**src/rtl/mcs_pkg.sv**
```systemverilog
package mcs_pkg;

    typedef enum logic [1:0] {
        ST_IDLE  = 2'd0,
        ST_READ  = 2'd1,
        ST_WRITE = 2'd2
    } seq_state_e;

    typedef enum logic {
        DIR_UP   = 1'b0,
        DIR_DOWN = 1'b1
    } step_dir_e;

    // Per-cycle controls handed from the sequencer to the datapath
    typedef struct packed {
        logic rd;       // read strobe
        logic wr;       // write strobe
        logic sel_dst;  // address mux: 1 selects destination channel
        logic capture;  // load holding register from read data
        logic step;     // advance both address channels
    } bus_ctl_t;

    localparam int NUM_CHAN = 2;
    localparam int CH_SRC   = 0;
    localparam int CH_DST   = 1;

    function automatic bus_ctl_t decode_ctl(seq_state_e st);
        bus_ctl_t c;
        c.rd      = (st == ST_READ);
        c.capture = (st == ST_READ);
        c.wr      = (st == ST_WRITE);
        c.sel_dst = (st == ST_WRITE);
        c.step    = (st == ST_WRITE);
        return c;
    endfunction

endpackage

```
**src/rtl/mcs_addr_ctr.sv**
```systemverilog
module mcs_addr_ctr
    import mcs_pkg::*;
#(
    parameter int AW = 12
) (
    input  logic          clk,
    input  logic          rst,
    input  logic          load,
    input  logic [AW-1:0] load_val,
    input  step_dir_e     load_dir,
    input  logic          step,
    output logic [AW-1:0] q
);

    step_dir_e dir_q;

    always_ff @(posedge clk) begin
        if (rst) begin
            q     <= '0;
            dir_q <= DIR_UP;
        end else if (load) begin
            q     <= load_val;
            dir_q <= load_dir;
        end else if (step) begin
            if (dir_q == DIR_DOWN) q <= q - 1'b1;
            else                   q <= q + 1'b1;
        end
    end

    // one step per byte, modulo 2^AW, in the loaded direction
    assert_step_one_R5: assert property (@(posedge clk) disable iff (rst)
        (step && !load) |=> (q == AW'($past(dir_q) == DIR_DOWN ? $past(q) - 1'b1
                                                                : $past(q) + 1'b1)));

    assert_hold_idle_R10: assert property (@(posedge clk) disable iff (rst)
        (!step && !load) |=> $stable(q));

endmodule

```
**src/rtl/mcs_seq_fsm.sv**
```systemverilog
module mcs_seq_fsm
    import mcs_pkg::*;
#(
    parameter int CW = 12
) (
    input  logic          clk,
    input  logic          rst,
    input  logic          start,
    input  logic [CW-1:0] count_i,
    output seq_state_e    state,
    output bus_ctl_t      ctl,
    output logic          load,
    output logic          done
);

    logic [CW-1:0] remain;
    logic          last_byte;

    assign last_byte = (remain == CW'(1));
    assign load      = (state == ST_IDLE) && start;
    assign ctl       = decode_ctl(state);

    always_ff @(posedge clk) begin
        if (rst) begin
            state  <= ST_IDLE;
            remain <= '0;
            done   <= 1'b0;
        end else begin
            done <= 1'b0;
            unique case (state)
                ST_IDLE: begin
                    if (start) begin
                        if (count_i == '0) begin
                            done <= 1'b1;
                        end else begin
                            remain <= count_i;
                            state  <= ST_READ;
                        end
                    end
                end
                ST_READ: state <= ST_WRITE;
                ST_WRITE: begin
                    remain <= remain - 1'b1;
                    if (last_byte) begin
                        state <= ST_IDLE;
                        done  <= 1'b1;
                    end else begin
                        state <= ST_READ;
                    end
                end
                default: state <= ST_IDLE;
            endcase
        end
    end

    // remainder drops by exactly one per write cycle
    assert_count_dec_R7: assert property (@(posedge clk) disable iff (rst)
        (state == ST_WRITE) |=> (remain == CW'($past(remain) - 1'b1)));

    assert_active_nonzero_R7: assert property (@(posedge clk) disable iff (rst)
        (state != ST_IDLE) |-> (remain != '0));

    // done is a single-clock pulse
    assert_done_pulse_R8: assert property (@(posedge clk) disable iff (rst)
        done |=> !done);

    // a write cycle is always entered from a read cycle
    assert_write_after_read_R4: assert property (@(posedge clk) disable iff (rst)
        (state == ST_WRITE) |-> ($past(state) == ST_READ));

endmodule

```
**src/rtl/mem_copy_seq.sv**
```systemverilog
module mem_copy_seq
    import mcs_pkg::*;
#(
    parameter int AW = 12,
    parameter int CW = 12
) (
    input  logic          clk,
    input  logic          rst,
    input  logic          start,
    input  logic [AW-1:0] src_addr,
    input  logic          src_down,
    input  logic [AW-1:0] dst_addr,
    input  logic          dst_down,
    input  logic [CW-1:0] byte_count,
    output logic          busy,
    output logic          done,
    output logic [AW-1:0] mem_addr,
    output logic          mem_rd,
    output logic          mem_wr,
    input  logic [7:0]    rd_data,
    output logic [7:0]    wr_data
);

    localparam int DW = 8;

    seq_state_e    state;
    bus_ctl_t      ctl;
    logic          load;
    logic [DW-1:0] hold_q;
    logic [AW-1:0] ch_addr [NUM_CHAN];

    mcs_seq_fsm #(.CW(CW)) u_fsm (
        .clk     (clk),
        .rst     (rst),
        .start   (start),
        .count_i (byte_count),
        .state   (state),
        .ctl     (ctl),
        .load    (load),
        .done    (done)
    );

    for (genvar ch = 0; ch < NUM_CHAN; ch++) begin : g_chan
        mcs_addr_ctr #(.AW(AW)) u_ctr (
            .clk      (clk),
            .rst      (rst),
            .load     (load),
            .load_val ((ch == CH_SRC) ? src_addr : dst_addr),
            .load_dir (step_dir_e'((ch == CH_SRC) ? src_down : dst_down)),
            .step     (ctl.step),
            .q        (ch_addr[ch])
        );
    end

    always_ff @(posedge clk) begin
        if (rst)              hold_q <= '0;
        else if (ctl.capture) hold_q <= rd_data;
    end

    assign mem_addr = ctl.sel_dst ? ch_addr[CH_DST] : ch_addr[CH_SRC];
    assign mem_rd   = ctl.rd;
    assign mem_wr   = ctl.wr;
    assign wr_data  = hold_q;
    assign busy     = (state != ST_IDLE);

    // strobes never overlap
    assert_strobe_excl_R4: assert property (@(posedge clk) disable iff (rst)
        !(mem_rd && mem_wr));

    // written byte is the one read in the previous cycle
    assert_wdata_R3: assert property (@(posedge clk) disable iff (rst)
        mem_wr |-> (wr_data == $past(rd_data)));

    // busy is already low when done shows
    assert_done_idle_R8: assert property (@(posedge clk) disable iff (rst)
        done |-> !busy);

    // a zero-length start never claims the bus
    assert_zero_len_R9: assert property (@(posedge clk) disable iff (rst)
        (!busy && start && byte_count == '0) |=> !busy);

endmodule

```
**config.mk**
```make
export PLATFORM = sky130hd
export DESIGN_NAME = mem_copy_seq
export DESIGN_NICKNAME = d
export VERILOG_FILES = /design/src/rtl/mcs_pkg.sv /design/src/rtl/mcs_addr_ctr.sv /design/src/rtl/mcs_seq_fsm.sv /design/src/rtl/mem_copy_seq.sv
export SDC_FILE = /design/constraint.sdc
export NUM_CORES = 1
export LEC_CHECK = 0
export ABC_AREA = 1
export BUFFER_PORTS_ARGS = -buffer_cell sky130_fd_sc_hd__clkbuf_2
export CAP_MARGIN = 20
export CORE_MARGIN = 1
export CORE_UTILIZATION = 40
export CTS_BUF_LIST = sky130_fd_sc_hd__clkbuf_2 sky130_fd_sc_hd__clkbuf_4 sky130_fd_sc_hd__clkbuf_8
export DETAILED_ROUTE_END_ITERATION = 6
export PLACE_DENSITY_LB_ADDON = 0.15
export SLEW_MARGIN = 20
export SYNTH_ARGS = -nofsm -noshare
export SYNTH_HDL_FRONTEND = slang
export SYNTH_SLANG_ARGS = --single-unit
```
**constraint.sdc**
```tcl
create_clock -name clk -period 1.8 [get_ports clk]
set_input_delay 0.18 -clock clk [delete_from_list [all_inputs] [get_ports clk]]
set_output_delay 0.18 -clock clk [all_outputs]
set_load 0.02 [all_outputs]
```
==> impl_metrics.json <==
{
  "yosysTopAreaCell": "dfxtp_1",
  "stdcell_area_um2": 4633,
  "final_cell_count_no_fill": 803,
  "grt_first_pass_wirelength_um": 17240,
  "vdd_drop_max_uv": 415.8,
  "antenna_left": 0,
  "p_per_area_nw_per_um2": 719.1,
  "wl_per_cell_um": 13.09,
  "setup.worst_path.start_class": "flop",
  "cp.arrival_ns": 1.53,
  "cts.sinks": 49,
  "numPortBuffers": 72,
  "drt_iter0_drc": 131,
  "core_area_um2": 9196,
  "hold_violations": 0,
  "hold_depth": 3,
  "cts_tree": "done",
  "synth_top_cell_area_share": 0.2606,
  "synth_seq_area_share": 0.2606,
  "rr_startpoint": "g_chan[0].u_ctr.dir_q$_SDFFE_PP0P_",
  "maxCapViolCount": 0,
  "synthesis.nets": 684,
  "r2r_end": "g_chan[0].u_ctr.q[8]$_SDFFE_PP0P_",
  "dp_slack_ns": 0.01437,
  "start_util": 0.4094,
  "min-delay-start": "rd_data[7]",
  "tightest_slew_ns": 0.3456,
  "ios": 73,
  "num_rows": 35,
  "grt_use_total": 0.2203,
  "crit_start": "u_fsm.state[1]$_SDFFE_PP0P_",
  "diodes": 0,
  "synth.distinct_cells": 32,
  "setup_slack_ns": 0.09389,
  "routed_wl_um": 10510,
  "gp_congestion": 0.9139,
  "max_slew_margin": 0.7672,
  "area_growth_pct": 23.06,
  "antenna_found_initial": 0,
  "drive_above_1_share": 0.2254,
  "nNetsFinal": 764,
  "clk_pin_slew_ns": 0.10,
  "cts-htree-levels": 2,
  "max_freq_ghz": 0.5861,
  "numCtsBuffers": 5,
  "fp.dieArea_um2": 9804,
  "power_uw": 3332,
  "reg2reg_depth": 8,
  "rsz0062_at_grt": "yes",
  "skew_ns": 0.01590,
  "period_needed_ns": 1.706,
  "synthCells": 611,
  "drc_errors": 0,
  "drt-pass1-iter-count": 4,
  "first_global_vias": 3695,
  "r2r_setup_slack_ns": 0.10,
  "worst_ep_required_time_ns": 1.62,
  "p_leak_uw": 0.002346,
  "fin_util": 0.5038,
  "synthTopCellsByArea": "dfxtp_1, nand2_1, nor2_1",
  "setup_violations": 0,
  "viasPerCell": 4.981,
  "slew_viol_final": 0,
  "syn_area_per_cell_um2": 6.162,
  "ctsHoldBuffers": 0,
  "place_inst": 794,
  "root_buffer": "clkbuf_8",
  "syn_area_um2": 3765,
  "critical_path_class": "reg2out",
  "cp_max_fo": 17,
  "fin_crit_sh": 0.9478,
  "synth_warnings": 0,
  "ctsLongestPathBuffers": 2,
  "hold_end": "wr_data[7]$_SDFFE_PP0P_",
  "die_y_um": 99.02,
  "vias": 4000,
  "grt_max_degree": 26,
  "clock_latency_ns": 0.32,
  "crit_path_end_kind": "primary output",
  "dieWidth_um": 99.02,
  "hold_path.class": "in2reg",
  "dp_hpwl_um": 7921,
  "dpl_cell_area_um2": 4320,
  "overflow": 0,
  "status": "finished, final reports clean",
  "ys_seq_elements": 49
}
==> sequential cells by signal, summed over array words and instances, names as in the netlist <==
signal and cells:
g_chan.u_ctr.dir_q 2, g_chan.u_ctr.q 24, u_fsm.done 1, u_fsm.remain 12, u_fsm.state 2, wr_data 8
==> worst max path at each step <==
stage                                              end  slack, ns  cells past startpoint
floorplan            g_chan[1].u_ctr.q[8]$_SDFFE_PP0P_       0.05                     10
global placement    g_chan[1].u_ctr.q[10]$_SDFFE_PP0P_       0.06                     10
detailed placement  g_chan[1].u_ctr.q[10]$_SDFFE_PP0P_       0.01                     10
CTS                                        mem_addr[0]       0.01                      5
global route        g_chan[1].u_ctr.q[10]$_SDFFE_PP0P_      -0.02                     12
finish                                     mem_addr[2]       0.09                      6
==> cell type report <==
| type | instances | area [um^2] |
|---|---|---|
| clock buffers | 5 | 68.82 |
| clock inverters | 3 | 47.55 |
| fillers | 964 | 4563 |
| inverters | 76 | 285.3 |
| multi-input cells | 466 | 2559 |
| flip-flops and latches | 49 | 989.7 |
| well taps | 111 | 138.9 |
| repair buffers | 93 | 544.3 |
==> cell families after synthesis <==
kind of cell | count (synthesis) | share of synthesized area
AO/OA/AOI/OAI | 100 | 0.1466
AND/OR/NAND/NOR | 328 | 0.3725
adder cells (fa/ha/maj) | 24 | 0.08375
flip-flops | 49 | 0.2606
buffers and inverters | 96 | 0.1040
XOR/XNOR | 14 | 0.03257
==> metrics by stage <==
| step | TNS, ns | hold WS (ns) |
|---|---|---|
| 2_1_floorplan | 0 | 0.3149 |
| 5_1_grt | -0.02337 | 0.06299 |
| 6_report | 0 | 0.07756 |
| 4_1_cts | 0 | 0.06677 |
| 3_3_place_gp | 0 | 0.4019 |
| 3_5_place_dp | 0 | 0.4139 |
==> cell usage in the layout, fill, tap and decap left out, drive strengths merged <==
master	Yosys	final
ha	22	22
inv	75	77
clkinv	1	1
a21oi	40	40
a221oi	2	2
nand2	183	183
or2	3	3
xnor2	1	1
bufinv	0	1
fa	2	2
xor2	13	13
o21ai	39	39
o22ai	8	8
nor2	81	81
nand4	9	9
buf	13	22
nand3	50	50
a21o	2	2
nor3	2	2
dfxtp	49	49
clkbuf	7	76
a31oi	4	4
a211oi	5	5
==> per-layer routing <==
layer	vias up	wire length (um)	share of wire	global-route usage
met4	0	175	0.017	0.06774
li1	2129	-	-	-
met3	14	478	0.045	0.03617
met5	-	0	0	0
met2	86	4813	0.46	0.3679
met1	1771	5042	0.48	0.2906
==> worst max-delay path, stage by stage (launching register included) <==
cell	delay [ns]
dfxtp_2	0.37
inv_2	0.07
nor2_8	0.15
buf_6	0.19
nand2_1	0.07
o21ai_0	0.13
clkbuf_2	0.23
==> Yosys cell counts <==
cell	number
a211oi_1	5
a21o_1	2
a21oi_1	37
a21oi_2	3
a221oi_1	2
a31oi_1	4
buf_2	10
buf_4	2
buf_8	1
clkbuf_1	7
clkinv_1	1
dfxtp_1	49
fa_1	2
ha_1	22
inv_1	71
inv_2	4
nand2_1	178
nand2_2	5
nand3_1	50
nand4_1	9
nor2_1	75
nor2_2	2
nor2_4	2
nor2_8	2
nor3_1	1
nor3_4	1
o21ai_0	32
o21ai_1	7
o22ai_1	8
or2_2	3
xnor2_1	1
xor2_1	13
==> report_power, final <==
group	switching [uW]	internal, uW
registers	96.6	1180
clock network	443	425
logic	702	481
total	1240	2090
==> what timing repair did <==
item | in CTS | in global routing
gates cloned | 0 | 0
pin swaps | 0 | 2
endpoints found under the setup margin | 3 | 21
buffers inserted | 0 | 1
gates resized for setup | 4 | 38
(Power assumes the default switching activity.)
